===== config.mk =====
export PLATFORM = sky130hd
export DESIGN_NAME = intc2l
export DESIGN_NICKNAME = d
export VERILOG_FILES = /design/src/rtl/intc2l.sv
export SDC_FILE = /design/constraint.sdc
export NUM_CORES = 1
export LEC_CHECK = 0
export BUFFER_PORTS_ARGS = -buffer_cell sky130_fd_sc_hd__buf_2
export CAP_MARGIN = 20
export CORE_MARGIN = 10
export CORE_UTILIZATION = 48
export DETAILED_ROUTE_END_ITERATION = 8
export PLACE_DENSITY = 0.85
export SLEW_MARGIN = 20
export SYNTH_ARGS = -nofsm -noshare
export SYNTH_HDL_FRONTEND = slang
export SYNTH_SLANG_ARGS = --single-unit
export TNS_END_PERCENT = 50

===== constraint.sdc =====
create_clock -name clk -period 5.5 [get_ports clk]
set_input_delay 1.1 -clock clk [delete_from_list [all_inputs] [get_ports clk]]
set_output_delay 1.1 -clock clk [all_outputs]
set_load 0.03 [all_outputs]

===== src/rtl/intc2l.sv =====
module intc2l #(
  parameter logic [15:0] VEC_BASE   = 16'h0003,
  parameter int          VEC_STRIDE = 8
) (
  input  logic        clk,
  input  logic        rst_n,
  input  logic        ext0_n,
  input  logic        ext1_n,
  input  logic        ext0_edge,
  input  logic        ext1_edge,
  input  logic        tmr0_ovf,
  input  logic        tmr1_ovf,
  input  logic        tmr2_ovf,
  input  logic        aux_n,
  input  logic        aux_en,
  input  logic        rx_set,
  input  logic        tx_set,
  input  logic [7:0]  flag_clr,
  input  logic        glb_en,
  input  logic [5:0]  src_en,
  input  logic [5:0]  src_hi,
  input  logic        vec_ack,
  input  logic        reti,
  output logic        irq,
  output logic [15:0] vec_addr,
  output logic [7:0]  flags
);
  localparam int          NSRC     = 6;
  localparam logic [15:0] STRIDE16 = 16'(VEC_STRIDE);

  // [0] first stage, [1] synchronized sample, [2] previous sample
  logic [2:0] x0_q, x1_q, ax_q;
  logic       fall0, fall1, fall_ax;
  logic       ins_hi, ins_lo;
  logic [NSRC-1:0] req, pend, hi_c, lo_c, cand, take_i;
  logic [2:0] sel;
  logic       sel_hi, take;

  always_ff @(posedge clk) begin
    if (!rst_n) begin
      x0_q <= 3'b111;
      x1_q <= 3'b111;
      ax_q <= 3'b111;
    end else begin
      x0_q <= {x0_q[1:0], ext0_n};
      x1_q <= {x1_q[1:0], ext1_n};
      ax_q <= {ax_q[1:0], aux_n};
    end
  end

  assign fall0   = x0_q[2] & ~x0_q[1];
  assign fall1   = x1_q[2] & ~x1_q[1];
  assign fall_ax = ax_q[2] & ~ax_q[1];

  assign req  = {flags[6] | flags[7], flags[4] | flags[5], flags[3], flags[2], flags[1], flags[0]};
  assign pend = req & src_en & {NSRC{glb_en}};
  assign hi_c = pend & src_hi & {NSRC{~ins_hi}};
  assign lo_c = pend & ~src_hi & {NSRC{~ins_hi & ~ins_lo}};
  assign sel_hi = |hi_c;
  assign cand = sel_hi ? hi_c : lo_c;
  assign irq  = |cand;

  always_comb begin
    sel = '0;
    for (int i = NSRC - 1; i >= 0; i--)
      if (cand[i]) sel = 3'(i);
  end

  assign vec_addr = irq ? VEC_BASE + STRIDE16 * {13'd0, sel} : 16'd0;
  assign take     = vec_ack & irq;

  genvar g;
  generate
    for (g = 0; g < NSRC; g++) begin : g_take
      assign take_i[g] = take && (sel == 3'(g));
    end
  endgenerate

  always_ff @(posedge clk) begin
    if (!rst_n) begin
      flags <= '0;
    end else begin
      flags[0] <= ext0_edge ? (fall0 | (flags[0] & ~take_i[0] & ~flag_clr[0])) : ~x0_q[1];
      flags[1] <= tmr0_ovf | (flags[1] & ~take_i[1] & ~flag_clr[1]);
      flags[2] <= ext1_edge ? (fall1 | (flags[2] & ~take_i[2] & ~flag_clr[2])) : ~x1_q[1];
      flags[3] <= tmr1_ovf | (flags[3] & ~take_i[3] & ~flag_clr[3]);
      flags[4] <= rx_set   | (flags[4] & ~flag_clr[4]);
      flags[5] <= tx_set   | (flags[5] & ~flag_clr[5]);
      flags[6] <= tmr2_ovf | (flags[6] & ~flag_clr[6]);
      flags[7] <= (aux_en & fall_ax) | (flags[7] & ~flag_clr[7]);
    end
  end

  always_ff @(posedge clk) begin
    if (!rst_n) begin
      ins_hi <= 1'b0;
      ins_lo <= 1'b0;
    end else if (take) begin
      if (sel_hi) ins_hi <= 1'b1;
      else        ins_lo <= 1'b1;
    end else if (reti) begin
      if (ins_hi) ins_hi <= 1'b0;
      else        ins_lo <= 1'b0;
    end
  end
endmodule


==> flow_metrics.env <==
export IMPL_status="completed"
export IMPL_cts_buffers=3
export IMPL_grt_pass1_wl_mm=4.93
export IMPL_worstHoldPathCells=1
export IMPL_drive_gt1_share_pct=32.1
export IMPL_avgRoutedWirePerCell_um=15.2
export IMPL_start_util_pct=51.1
export IMPL_yosysWarnings=0
export IMPL_synth_edf_count=0
export IMPL_regArea_um2=380
export IMPL_skew_ns=0.000801
export IMPL_crit_path_start_kind="primary input"
export IMPL_setup_viol_count_final=0
export IMPL_ys_ff_latch=19
export IMPL_num_rows=17
export IMPL_powerDensity_nw_per_um2=221
export IMPL_clock_path_buffers=2
export IMPL_grt_max_degree=21
export IMPL_dpl_hpwl_mm=2.69
export IMPL_multi_input_area_um2=658
export IMPL_drt_pre_antenna_iters=4
export IMPL_maxCapViolCount=0
export IMPL_htreeDepth=1
export IMPL_ctsResizeCount=0
export IMPL_crit_slowest_cell="o22ai_1"
export IMPL_finalHoldViolCount=0
export IMPL_via_per_inst=5.50
export IMPL_dpl_cell_count=211
export IMPL_path_class="primary input to output pin"
export IMPL_grt_pass1_vias=1148
export IMPL_cts_sinks=19
export IMPL_instances_no_fill=215
export IMPL_hold_class="flop to flop"
export IMPL_vdd_drop_max_mv=0.141
export IMPL_place_gp_congestion=0.898
export IMPL_clk_latency_ns=0.29
export IMPL_period_share_pct=73.8
export IMPL_coreArea_um2=2250
export IMPL_worstPathRequired_ns=4.40
export IMPL_reg2reg_depth=6
export IMPL_drcViolationCount=0
export IMPL_layout_nets=224
export IMPL_antenna_found_initial=0
export IMPL_fin_util_pct=61.2
export IMPL_synth_top_area_share_pct=33.0
export IMPL_p_leak_nw=0.680
export IMPL_cpMostUsedCell="buf_2"
export IMPL_die_area_um2=4760
export IMPL_async_reset_ff_share_pct=0
export IMPL_synth_distinct_cells=44
export IMPL_end_kind="output pin"
export IMPL_dieHeight_um=69.0
export IMPL_vias=1183
export IMPL_worst_slew_pin_slew_ns=0.573
export IMPL_antennaDiodeCount=0
export IMPL_cpPeakStageDelay_ns=0.47
export IMPL_avgSynthCellArea_um2=8.22
export IMPL_fin_crit_ns=4.06
export IMPL_arrival_ns=2.96
export IMPL_max_freq_ghz=0.247
export IMPL_tns_ns=0
export IMPL_grt_setup_unrepaired="no"
export IMPL_postCtsHoldBufs=0
export IMPL_crit_chain="buf_2, or2b_1, o22ai_1, nor3_1, a41o_2, nor2_1, buf_2"
export IMPL_io_buffers=49
export IMPL_io_pins=61
export IMPL_synth_cells=140
export IMPL_routed_wl_mm=3.27
export IMPL_synth_top_cell_by_area="dfxtp_1"
export IMPL_ys_flop_type="dfxtp_1"
export IMPL_ant_nets=0
export IMPL_finalMaxSlewViolations=0
export IMPL_clock_root_buffer="clkbuf_4"
export IMPL_cts_setup_buffers=0
export IMPL_holdWs_ns=0.422
export IMPL_slew_headroom_pct=61.8
export IMPL_fill_cells=245
export IMPL_tritoncts="built"
export IMPL_die_w_um=69.0
export IMPL_ys_seq_area_share_pct=33.0
export IMPL_synth_area_leaders="dfxtp_1 33%, buf_4 8.5%, nand2b_1 4.9%"
export IMPL_netlist_area_um2=1150
export IMPL_gr_total_overflow=0
export IMPL_clk_pin_slew_ns=0.10
export IMPL_crit_fanout=11
export IMPL_grtUsageTotal_pct=13.0
export IMPL_drtIter0Drc=49
export IMPL_layout_area_overhead_vs_synth_pct=19.9
## metal layers
metal	GRT usage, %	up-vias	share of wire [%]
li1	-	576	-
met3	4.19	5	11
met5	0	-	0
met2	23.6	48	49
met1	13.7	554	39
met4	4.68	0	1.0
## final cells by class
class	count	area share, %
Clock buffer	3	1.63
Tap cell	28	2.54
Timing Repair Buffer	49	17.8
Sequential cell	19	27.6
Inverter	9	2.45
Clock inverter	1	0.363
Multi-Input combinational cell	106	47.7
## worst max-delay path: cells and delay by family
family / cells / cell delay (ns)
AOI/OAI and AO/OA: 2 / 0.80
and+or+nand+nor: 3 / 0.65
buffers and inverters: 2 / 0.40
## worst paths after layout
| kind | startpoint | end | slack, ns |
|---|---|---|---|
| setup / recovery | glb_en | vec_addr[3] | 1.44 |
| hold / removal | x1_q[0] | x1_q[1] | 0.42 |
| setup reg to reg | ins_hi | flags[3] | 3.39 |
| hold reg to reg | x1_q[0] | x1_q[1] | 0.42 |
## flip-flops by register name (all words and copies together), names as in the netlist
| name | cells |
|---|---|
| x1_q | 3 |
| x0_q | 3 |
| ins_lo | 1 |
| flags | 8 |
| ax_q | 3 |
| ins_hi | 1 |
## synth_stat cells (all sizes together), types with 2 or more instances
cell / count
o211ai: 3
and3b: 3
o21ai: 6
nand2b: 9
o2bb2ai: 2
nor3: 4
and2: 2
nand3: 5
nand2: 7
and4b: 2
buf: 14
o21a: 6
o22ai: 3
inv: 9
nor2b: 6
nand4b: 2
nand3b: 2
a21oi: 5
nor2: 10
dfxtp: 19
clkbuf: 2
## per-stage QoR
| stage | total power [mW] | setup slack (ns) | instance area (um2) |
|---|---|---|---|
| finish | 0.304 | 1.44 | 1380 |
| global route | 0.319 | 1.29 | 1380 |
| CTS | 0.307 | 1.48 | 1380 |
| detailed placement | 0.239 | 1.51 | 1350 |
| global placement | 0.237 | 1.60 | 1350 |
| floorplan | 0.219 | 1.64 | 1190 |
## cells by family after synthesis
| group | Yosys count | share of synthesized area [%] |
|---|---|---|
| AO/OA/AOI/OAI | 37 | 23.7 |
| buffers and inverters | 25 | 13.0 |
| flip-flops | 19 | 33.0 |
| other | 1 | 0.326 |
| AND/OR/NAND/NOR | 58 | 29.9 |
## cell usage in the layout (no fill, tap or decap), types with 2 or more instances in the layout
cell       synthesis  final
and3b_1            2      2
clkbuf_4           0      3
nor2_1            10     10
nor2b_1            6      6
o21ai_0            5      5
and4b_1            2      2
nand3_1            5      5
nand2_1            7      7
inv_1              9      9
nand3b_1           2      2
o21a_1             6      6
a21oi_1            5      5
buf_2              0     49
nand2b_1           9      9
o2bb2ai_1          2      2
dfxtp_1           19     19
conb_1             1     11
nor3_1             3      3
nand4b_1           2      2
o22ai_1            3      3
and2_1             2      2
o211ai_1           3      3
## report_power, final
part           internal, mW  leakage, nW  switching (mW)
combinational        0.0295        0.506          0.0583
sequential            0.144        0.157         0.00472
clock                0.0271       0.0177          0.0405
total                 0.201        0.680           0.103
(Power assumes the default switching activity.)
